### src/rtl/irq_prio_pkg.sv
// Shared constants for the priority vectored interrupt arbiter.
// Assumes byte addressing and one vector word per device.
package irq_prio_pkg;
    localparam int VEC_ENTRY_BYTES = 4;
    localparam int VEC_SHIFT       = $clog2(VEC_ENTRY_BYTES);
endpackage

### src/rtl/irq_prio_pick.sv
// Combinational picker: finds the active request with the highest level.
// Ties go to the lowest index. Assumes levels arrive packed, LVL_W bits per device.
module irq_prio_pick #(
    parameter int N_SRC = 32,
    parameter int LVL_W = 3,
    localparam int ID_W = $clog2(N_SRC)
) (
    input  logic [N_SRC-1:0]       req,
    input  logic [N_SRC*LVL_W-1:0] lvl,
    output logic                   found,
    output logic [ID_W-1:0]        idx,
    output logic [LVL_W-1:0]       best
);
    // Scan upward; strict compare keeps the lowest index on a tie.
    always_comb begin
        found = 1'b0;
        idx   = '0;
        best  = '0;
        for (int i = 0; i < N_SRC; i++) begin
            if (req[i] && (!found || lvl[i*LVL_W +: LVL_W] > best)) begin
                found = 1'b1;
                idx   = ID_W'(i);
                best  = lvl[i*LVL_W +: LVL_W];
            end
        end
    end
endmodule

### src/rtl/irq_lvl_stack.sv
// LIFO of saved priority levels, one entry per outstanding grant.
// Assumes the owner never pushes when full or pops when empty.
module irq_lvl_stack #(
    parameter int LVL_W = 3,
    parameter int DEPTH = 4,
    localparam int CNT_W = $clog2(DEPTH + 1),
    localparam int IDX_W = (DEPTH > 1) ? $clog2(DEPTH) : 1
) (
    input  logic             clk,
    input  logic             rst_n,
    input  logic             push,
    input  logic             pop,
    input  logic [LVL_W-1:0] din,
    output logic [LVL_W-1:0] top,
    output logic             full,
    output logic             empty
);
    logic [LVL_W-1:0] mem [DEPTH];
    logic [CNT_W-1:0] cnt;

    // Occupancy counter.
    always_ff @(posedge clk) begin
        if (!rst_n)    cnt <= '0;
        else if (push) cnt <= cnt + CNT_W'(1);
        else if (pop)  cnt <= cnt - CNT_W'(1);
    end

    // Store the pushed level in the next free slot.
    always_ff @(posedge clk) begin
        if (push) mem[IDX_W'(cnt)] <= din;
    end

    // Present the most recent saved level.
    always_comb top = mem[IDX_W'(cnt - CNT_W'(1))];

    assign full  = (cnt == CNT_W'(DEPTH));
    assign empty = (cnt == '0);


    push_not_full_chk: assert property (@(posedge clk) disable iff (!rst_n)
        push |-> !full);

    pop_not_empty_chk: assert property (@(posedge clk) disable iff (!rst_n)
        pop |-> !empty);
endmodule

### src/rtl/irq_prio_arb.sv
// Priority vectored interrupt arbiter top.
// Grants the best request whose level is strictly above the current level,
// raises the level, saves the old one, and emits the vector-table address.
// Assumes devices hold requests until serviced and that ret_i comes once per grant.
module irq_prio_arb
    import irq_prio_pkg::*;
#(
    parameter int N_SRC     = 32,
    parameter int LVL_W     = 3,
    parameter int STK_DEPTH = 4,
    parameter int ADDR_W    = 32,
    parameter logic [ADDR_W-1:0] VEC_BASE = '0,
    localparam int ID_W = $clog2(N_SRC)
) (
    input  logic                   clk,
    input  logic                   rst_n,
    input  logic [N_SRC-1:0]       irq_req,
    input  logic [N_SRC*LVL_W-1:0] irq_lvl,
    input  logic                   ret_i,
    output logic                   grant_vld,
    output logic [ID_W-1:0]        grant_id,
    output logic [ADDR_W-1:0]      vec_addr,
    output logic [LVL_W-1:0]       cur_lvl
);
    logic             pick_vld;
    logic [ID_W-1:0]  pick_idx;
    logic [LVL_W-1:0] pick_lvl;
    logic [LVL_W-1:0] stk_top;
    logic             stk_full, stk_empty;
    logic             ret_ok, accept;

    irq_prio_pick #(.N_SRC(N_SRC), .LVL_W(LVL_W)) pick_i (
        .req(irq_req), .lvl(irq_lvl),
        .found(pick_vld), .idx(pick_idx), .best(pick_lvl)
    );

    irq_lvl_stack #(.LVL_W(LVL_W), .DEPTH(STK_DEPTH)) stk_i (
        .clk(clk), .rst_n(rst_n), .push(accept), .pop(ret_ok),
        .din(cur_lvl), .top(stk_top), .full(stk_full), .empty(stk_empty)
    );

    // Decide this cycle's action: a valid return beats any grant.
    always_comb begin
        ret_ok = ret_i && !stk_empty;
        accept = pick_vld && (pick_lvl > cur_lvl) && !stk_full && !ret_ok;
    end

    // Register grant outputs and the processor priority level.
    always_ff @(posedge clk) begin
        if (!rst_n) begin
            grant_vld <= 1'b0;
            grant_id  <= '0;
            vec_addr  <= '0;
            cur_lvl   <= '0;
        end else begin
            grant_vld <= accept;
            if (ret_ok) begin
                cur_lvl <= stk_top;
            end else if (accept) begin
                cur_lvl  <= pick_lvl;
                grant_id <= pick_idx;
                vec_addr <= VEC_BASE + (ADDR_W'(pick_idx) << VEC_SHIFT);
            end
        end
    end


    strict_above_chk: assert property (@(posedge clk) disable iff (!rst_n)
        (pick_vld && pick_lvl <= cur_lvl) |=> !grant_vld);

    lvl_raise_chk: assert property (@(posedge clk) disable iff (!rst_n)
        accept |=> (grant_vld && cur_lvl == $past(pick_lvl)));

    lvl_restore_chk: assert property (@(posedge clk) disable iff (!rst_n)
        (ret_i && !stk_empty) |=> (cur_lvl == $past(stk_top) && !grant_vld));

    no_overflow_chk: assert property (@(posedge clk) disable iff (!rst_n)
        stk_full |=> !grant_vld);

    empty_ret_chk: assert property (@(posedge clk) disable iff (!rst_n)
        (ret_i && stk_empty && !accept) |=> $stable(cur_lvl));

    vec_addr_chk: assert property (@(posedge clk) disable iff (!rst_n)
        grant_vld |-> vec_addr == VEC_BASE + (ADDR_W'(grant_id) << VEC_SHIFT));
endmodule

### config.mk
export PLATFORM = sky130hd
export DESIGN_NAME = irq_prio_arb
export DESIGN_NICKNAME = d
export VERILOG_FILES = /design/src/rtl/irq_prio_pkg.sv /design/src/rtl/irq_prio_pick.sv /design/src/rtl/irq_lvl_stack.sv /design/src/rtl/irq_prio_arb.sv
export SDC_FILE = /design/constraint.sdc
export NUM_CORES = 1
export LEC_CHECK = 0
export BUFFER_PORTS_ARGS = -buffer_cell sky130_fd_sc_hd__buf_2
export CAP_MARGIN = 20
export CORE_MARGIN = 2
export CORE_UTILIZATION = 55
export DETAILED_ROUTE_END_ITERATION = 10
export PLACE_DENSITY = 0.83
export SYNTH_ARGS = -nofsm -noshare
export SYNTH_HDL_FRONTEND = slang
export SYNTH_SLANG_ARGS = --single-unit
### constraint.sdc
create_clock -name clk -period 69.6 [get_ports clk]
set_input_delay 3.48 -clock clk [delete_from_list [all_inputs] [get_ports clk]]
set_output_delay 3.48 -clock clk [all_outputs]
set_load 0.02 [all_outputs]
# --- Yosys cells after proc, flatten, opt, wreduce, memory -nomap -nowiden ---
# Memory sizes are Yosys's and may differ from the RTL's.
# Index checks and enable logic that the tools add are counted.
totals:
  regBits: 12
  mem_bits_rw: 12
  input_bits: 131
  out_inout_bits: 41
  word_cells: 245
  mem_count: 1
mem_list:
  columns: ["memory", "words", "word_bits", "rd", "rd_clocked_by_memory_dff", "write_ports", "line_no", "text"]
  rows:
  - ["stk_i.mem", 4, 3, 1, 0, 1, "irq_lvl_stack.sv:18", "logic [LVL_W-1:0] mem [DEPTH];"]
classes:
  add_sub_neg: 2
  magnitude_cmp: 32
  eq_ne: 1
  muxes: 101
  n_bitwise: 1
  n_reduce_logical: 103
op_table:
  columns: ["operator", "count"]
  rows:
  - ["two-way mux 3 bit", 40]
  - ["> comparator 3 bit", 32]
  - ["two-way mux 5 bit", 16]
  - ["logical AND 1 bit", 35]
  - ["two-way mux 1 bit", 35]
  - ["zero test 1 bit", 34]
  - ["two-way mux 4 bit", 8]
  - ["logical OR 1 bit", 31]
  - ["two-way mux 2 bit", 2]
  - ["adder 3 x 1 -> 3 bit, second input constant", 1]
  - ["equality test 3 bit, second input constant", 1]
  - ["zero test 3 bit", 1]
  - ["subtractor 3 x 1 -> 3 bit, second input constant", 1]
  - ["AND reduction 2 bit", 1]
  - ["nonzero test 2 bit", 1]
  - ["inverter 1 bit", 1]

# --- Logic depth before layout (Yosys ltp) ---
depth:
  depth_word: 131
  mapped_depth: 281
  ltp_nobuf: 276

# --- By module ---
# A second synthesis with hierarchy kept.
unflattened:
  cells_unflattened: 822
  hier_area_um2: 6049.6
modules_own_cells:
  columns: ["module", "n_inst", "cells_each", "area_each_um2", "seq_area_each_um2"]
  rows:
  - ["irq_prio_pick", 1, 692, 4631.9, 0.0]
  - ["irq_prio_arb", 1, 88, 737.0, 180.2]
  - ["irq_lvl_stack", 1, 42, 680.7, 420.4]

# --- Worst setup path before layout ---
# No wires, ideal clock.
synth_timing:
  path_kind: "input-to-reg"
  start: "input irq_req[0]"
  end: "memory stk_i.mem[1][0] (enable)"
  setup_ns: 0.303
  t_arrival_ns: 50.125
  t_required_ns: 69.297
  slack_ns: 19.172
  cell_stages: 251
  path_buffers: 6
  path_cell_list: "buf_4 > nand2_1 > inv_1 > ha_1 > and3b_1 > o21ai_0 > a21boi_0 > a32o_1 > inv_1 > ha_1 > and3b_1 > o211ai_1 > and2_1 > buf_2 > mux2_2 > inv_1 > ha_1 > nand2_1 > [215 not listed] > a21oi_1 > a31oi_1 > o21ai_0 > clkbuf_1 > nand3_1 > o21ai_0 > a31oi_1 > ha_1 > inv_1 > a21o_1 > a21oi_1 > a31oi_1 > o31ai_4 > a21o_1 > buf_4 > a21oi_2 > clkbuf_1 > and2_1"
synth_via:
  elab_chain_cells: 131
  word_cells_on_any_way: 194
  classes_between: "order compare (32); mux (66); reduce/logical (96)"
synth_lines:
  columns: ["element", "line_no", "text"]
  rows:
  - ["start, declared", "irq_prio_arb.sv:17", "input logic [N_SRC-1:0] irq_req,"]
  - ["two-way mux 3 bit / two-way mux 1 bit (equally long branches)", "irq_prio_pick.sv:20", "if (req[i] && (!found || lvl[i*LVL_W +: LVL_W] > best)) begin"]
  - ["> comparator 3 bit / zero test 1 bit (equally long branches)", "irq_prio_pick.sv:20", null]
  - ["logical OR 1 bit", "irq_prio_pick.sv:20", null]
  - ["logical AND 1 bit", "irq_prio_pick.sv:20", null]
  - ["two-way mux 3 bit / two-way mux 1 bit (equally long branches)", "irq_prio_pick.sv:20", null]
  - ["> comparator 3 bit / zero test 1 bit (equally long branches)", "irq_prio_pick.sv:20", null]
  - ["logical OR 1 bit", "irq_prio_pick.sv:20", null]
  - ["logical AND 1 bit", "irq_prio_pick.sv:20", null]
  - ["[113 not listed]", null, null]
  - ["> comparator 3 bit / zero test 1 bit (equally long branches)", "irq_prio_pick.sv:20", null]
  - ["logical OR 1 bit", "irq_prio_pick.sv:20", null]
  - ["logical AND 1 bit", "irq_prio_pick.sv:20", null]
  - ["two-way mux 3 bit", "irq_prio_pick.sv:20", null]
  - ["> comparator 3 bit", "irq_prio_arb.sv:45", "accept = pick_vld && (pick_lvl > cur_lvl) && !stk_full && !ret_ok;"]
  - ["logical AND 1 bit (*) (3 in a row)", "irq_prio_arb.sv:45", null]
  - ["two-way mux 1 bit (*)", "irq_lvl_stack.sv:30", "if (push) mem[IDX_W'(cnt)] <= din;"]
  - ["two-way mux 1 bit (implied by the code) (*)", "irq_lvl_stack.sv:30", null]
  - ["end, declared", "irq_lvl_stack.sv:18", null]
# Every way passes the cells marked *; elsewhere a longest branch is shown, timed or not.

# --- Final worst setup path ---
layout_timing:
  start: "input irq_req[0]"
  end: "register grant_id[0]"
layout_via:
  elab_chain_cells: 130
  word_cells_on_any_way: 224
  classes_between: "order compare (32); mux (95); reduce/logical (97)"
layout_lines:
  columns: ["element", "line_no", "text"]
  rows:
  - ["two-way mux 3 bit / two-way mux 1 bit (equally long branches)", "irq_prio_pick.sv:20", null]
  - ["> comparator 3 bit / zero test 1 bit (equally long branches)", "irq_prio_pick.sv:20", null]
  - ["logical OR 1 bit", "irq_prio_pick.sv:20", null]
  - ["logical AND 1 bit", "irq_prio_pick.sv:20", null]
  - ["two-way mux 3 bit / two-way mux 1 bit (equally long branches)", "irq_prio_pick.sv:20", null]
  - ["> comparator 3 bit / zero test 1 bit (equally long branches)", "irq_prio_pick.sv:20", null]
  - ["logical OR 1 bit", "irq_prio_pick.sv:20", null]
  - ["logical AND 1 bit", "irq_prio_pick.sv:20", null]
  - ["[112 not listed]", null, null]
  - ["two-way mux 3 bit / two-way mux 1 bit (equally long branches)", "irq_prio_pick.sv:20", null]
  - ["> comparator 3 bit / zero test 1 bit (equally long branches)", "irq_prio_pick.sv:20", null]
  - ["logical OR 1 bit", "irq_prio_pick.sv:20", null]
  - ["logical AND 1 bit", "irq_prio_pick.sv:20", null]
  - ["two-way mux 3 bit", "irq_prio_pick.sv:20", null]
  - ["> comparator 3 bit", "irq_prio_arb.sv:45", null]
  - ["logical AND 1 bit (3 in a row)", "irq_prio_arb.sv:45", null]
  - ["AND reduction 2 bit (no line)", null, null]
  - ["end signal, assigned", "irq_prio_arb.sv:61", "grant_id <= pick_idx;"]
  - ["end, declared", "irq_prio_arb.sv:21", "output logic [ID_W-1:0] grant_id,"]
# Parallel ways exist; a longest one is shown, timed or not.
# A chain may end at the register's enable or synchronous reset.

==> results.txt <==
Num CTS Buffers -> 3
post-CTS setup buffers -> 0
depth of the worst register-to-register path -> 13
Top Layer Used -> met4
final-report setup violation count -> 0
capturing point of the worst reg2reg path -> grant_id[0]$_SDFFE_PN0P_
CTS hold repair buffers -> 0
met3 wire len -> 1372 µm
part of the cycle the worst path needs -> 0.8455
die outline area -> 12090 µm²
signed area change from the synthesized netlist to the final layout -> 11.80%
Skew-Pair Late Insertion Delay -> 260 ps
Post-synth EDFFs -> 12
share of the synthesized area in compound gates (AO/OA/AOI/OAI) -> 0.3401
Synth cell types -> 103
number of clock sinks -> 24
maximum number of pins on one net before global-route repair -> 19
proportion of synthesized flip-flops having asynchronous set or reset -> 0
flop and latch count out of synthesis -> 24
status -> complete, no violations
routed metal-1 wirelength -> 7144 µm
diode insertion count for antenna repair -> 0
Max Transition Viols Final -> 0
antenna violations before repair -> 0
vias after detailed routing -> 6748
wire length of the first global-routing pass -> 27450 µm
portion of the post-synthesis area used by sequential elements -> 0.09728
CTS root buffer -> sky130_fd_sc_hd__clkbuf_8
# DRC -> 0
depth of the CTS H-tree -> 1
Period minus WS final -> 58850 ps
drt first-iter violations -> 505
share of the synthesized netlist area taken by xor and xnor gates -> 0.001419
upper clock frequency limit -> 16.99 MHz
headroom to the max-slew limit -> 0.4076
netlist area before placement -> 6173 µm²
leading register cell type out of synthesis -> sky130_fd_sc_hd__edfxtp_1
number of gates given a new drive strength after cts -> 0
Layout Skew -> 1.680 ps
simple-gate portion of the synthesized area -> 0.2497
final-layout setup total negative slack -> 0 ps
routed length on met2 -> 8253 µm
multiplexer share of the synthesized area -> 0.05188
count of nets left with antenna violations after detail routing -> 0
adder and majority gate portion of the synthesized area -> 0.1605
Critical Path Start Type -> primary input
router iterations before antenna repair -> 5
area inside the core boundary -> 10890 µm²
setup repair after global routing missed its margin -> false
CP Max Fanout -> 13
combined global-route utilization of all metal layers -> 0.2759
count of buffers from port buffering -> 144
cell row count -> 38
Post-Synthesis Cells -> 820
Total Nets Final -> 1158
Initial Util -> 0.5670
die width -> 109.9 µm
buffer depth of the longest clock path -> 2
arrival time at the worst endpoint -> 58990 ps
Setup Crit Path Kind -> primary input to register
CTS tree -> done
Setup crit end kind -> register
critical path's most frequent cell -> sky130_fd_sc_hd__ha_1
required arrival time at the worst endpoint -> 69740 ps
capture point of the critical path -> grant_id[0]$_SDFFE_PN0P_
number of max-cap violations -> 0
clock edge transition at the registers on the reported setup and hold paths -> 80 ps
chip height -> 109.9 µm
number of top-level pins -> 172
number of failing hold endpoints at the final stage -> 0
combinational family with the most area after synthesis -> compound AO/OA/AOI/OAI gates
Routed wire per std cell -> 15.76 µm
reg-to-reg startpoint -> cur_lvl[1]$_SDFFE_PN0P_
detailed-route wire length -> 17180 µm
Max stage delay on crit path -> 740 ps
Critical Path Start -> irq_req[0]
Slowest cell on crit path -> sky130_fd_sc_hd__o311ai_0
worst hold-check path type -> register to register
fraction of layout instances using a drive strength above 1 -> 0.2316
reg-to-reg slack, setup -> 66640 ps
synthesized area per cell -> 7.529 µm²
Via-to-Cell Ratio -> 6.191
Hold Path Cell Cnt -> 2
Worst Tran Pin Value -> 877.4 ps
HPWL after DPL -> 14530 µm
final RePlAce weighted congestion -> 0.9219
total grt overflow -> 0
number of global-route vias before repair -> 6126
yosys warns -> 0
-- layout by cell type, fill, tap and decap left out, drive strengths merged, types with 10 or more instances in the layout --
| cell | n |
|---|---|
| nor2 | 52 |
| mux2 | 17 |
| a21o | 12 |
| nor3 | 10 |
| o211ai | 16 |
| nor4 | 20 |
| and2 | 22 |
| inv | 78 |
| conb | 27 |
| a21oi | 60 |
| edfxtp | 12 |
| nand3 | 26 |
| o21a | 10 |
| ha | 76 |
| a22oi | 10 |
| nor2b | 20 |
| buf | 145 |
| nand2 | 81 |
| dfxtp | 12 |
| a21boi | 10 |
| a31oi | 12 |
| o21ai | 63 |
-- synthesized netlist by cell type (5+ instances only) --
cell / count / area (µm²)
sky130_fd_sc_hd__buf_4: 34 / 255.2
sky130_fd_sc_hd__nand4_1: 9 / 56.30
sky130_fd_sc_hd__edfxtp_1: 12 / 360.4
sky130_fd_sc_hd__or3_1: 9 / 56.30
sky130_fd_sc_hd__o21a_1: 10 / 75.07
sky130_fd_sc_hd__nor2_1: 49 / 183.9
sky130_fd_sc_hd__a22o_1: 7 / 61.31
sky130_fd_sc_hd__and2_1: 20 / 125.1
sky130_fd_sc_hd__o21ai_0: 53 / 265.3
sky130_fd_sc_hd__nor4_1: 16 / 100.1
sky130_fd_sc_hd__mux2_2: 15 / 168.9
sky130_fd_sc_hd__o31a_1: 5 / 43.79
sky130_fd_sc_hd__o31ai_1: 6 / 45.04
sky130_fd_sc_hd__a31oi_1: 9 / 56.30
sky130_fd_sc_hd__a21o_1: 12 / 90.09
sky130_fd_sc_hd__ha_1: 76 / 950.9
sky130_fd_sc_hd__nand3b_1: 5 / 37.54
sky130_fd_sc_hd__nand3_1: 26 / 130.1
sky130_fd_sc_hd__clkbuf_1: 6 / 22.52
sky130_fd_sc_hd__o211ai_1: 15 / 112.6
sky130_fd_sc_hd__or2_2: 6 / 37.54
sky130_fd_sc_hd__dfxtp_1: 12 / 240.2
sky130_fd_sc_hd__nor3_1: 9 / 45.04
sky130_fd_sc_hd__o21ai_1: 7 / 35.03
sky130_fd_sc_hd__a221oi_1: 6 / 52.55
sky130_fd_sc_hd__o211a_1: 5 / 50.05
sky130_fd_sc_hd__inv_1: 77 / 289.0
sky130_fd_sc_hd__a21boi_0: 8 / 60.06
sky130_fd_sc_hd__a21oi_1: 58 / 290.3
sky130_fd_sc_hd__nor2b_1: 19 / 118.9
sky130_fd_sc_hd__nand2_1: 80 / 300.3
sky130_fd_sc_hd__a22oi_1: 10 / 75.07
-- worst max-delay path, delay by kind of cell --
kind / cells / cell delay [ps]
multiplexers: 7 / 2660
AND/OR/NAND/NOR: 61 / 9320
AO/OA/AOI/OAI: 133 / 31460
adder cells (fa/ha/maj): 36 / 10540
buffers and inverters: 12 / 1390
-- routing by layer --
metal  GRT usage  vias to the layer above
met4     0.07233                        0
met3     0.03320                       35
met5           0                        -
met2      0.4961                      330
li1            -                     3306
met1      0.3453                     3077
-- worst min-delay path by stage --
| stage | from | endpoint | slack [ps] |
|---|---|---|---|
| 6_report | grant_id[1]$_SDFFE_PN0P_ | grant_id[1]$_SDFFE_PN0P_ | 570 |
| 5_1_grt | cur_lvl[1]$_SDFFE_PN0P_ | stk_i.mem[1][1]$_DFFE_PP_ | 590 |
| 4_1_cts | cur_lvl[2]$_SDFFE_PN0P_ | stk_i.mem[3][2]$_DFFE_PP_ | 570 |
| 3_5_place_dp | cur_lvl[2]$_SDFFE_PN0P_ | stk_i.mem[3][2]$_DFFE_PP_ | 560 |
| 3_3_place_gp | cur_lvl[2]$_SDFFE_PN0P_ | stk_i.mem[3][2]$_DFFE_PP_ | 550 |
| 2_1_floorplan | stk_i.cnt[2]$_SDFFE_PN0P_ | stk_i.cnt[2]$_SDFFE_PN0P_ | 560 |
-- stage by stage --
stage / cell area [µm²] / hold WS, ps / setup slack [ps] / util / cells
after floorplan: 6271 / 562.7 / 19170 / - / 846
after global placement: 6852 / 548.8 / 12120 / 0.6293 / 1085
after detailed placement: 6852 / 560.0 / 10890 / 0.6293 / 1085
after CTS: 6897 / 571.8 / 10970 / 0.6334 / 1089
after global routing: 6902 / 594.6 / 5903 / 0.6339 / 1090
final: 6902 / 574.8 / 10750 / 0.6339 / 1090
-- logic make-up (layout without fill, tap and decap cells) --
| kind of cell | after synthesis | in the layout |
|---|---|---|
| AOI/OAI and AO/OA | 281 | 281 |
| xor gates and xnor gates | 1 | 1 |
| adders and majority gates | 80 | 80 |
| buffers and inverters | 123 | 227 |
| DFF | 24 | 24 |
| other | 1 | 27 |
| and+or+nand+nor | 285 | 285 |
| muxes | 25 | 25 |
-- layout make-up --
class / instances / area (µm²)
Clock buffer: 3 / 41.29
Clock inverter: 1 / 3.754
Fill cell: 1014 / 3986
Inverter: 78 / 292.8
Multi-Input combinational cell: 699 / 5062
Sequential cell: 24 / 600.6
Tap cell: 140 / 175.2
Timing Repair Buffer: 145 / 725.7
-- registers in the layout, indices dropped and copies added (netlist names) --
name	count
stk_i.mem	12
grant_id	5
cur_lvl	3
stk_i.cnt	3
grant_vld	1
Power is left out: the tool's default activity adds up to more than one toggle a clock period on the data nets, which glitch-free logic cannot reach.
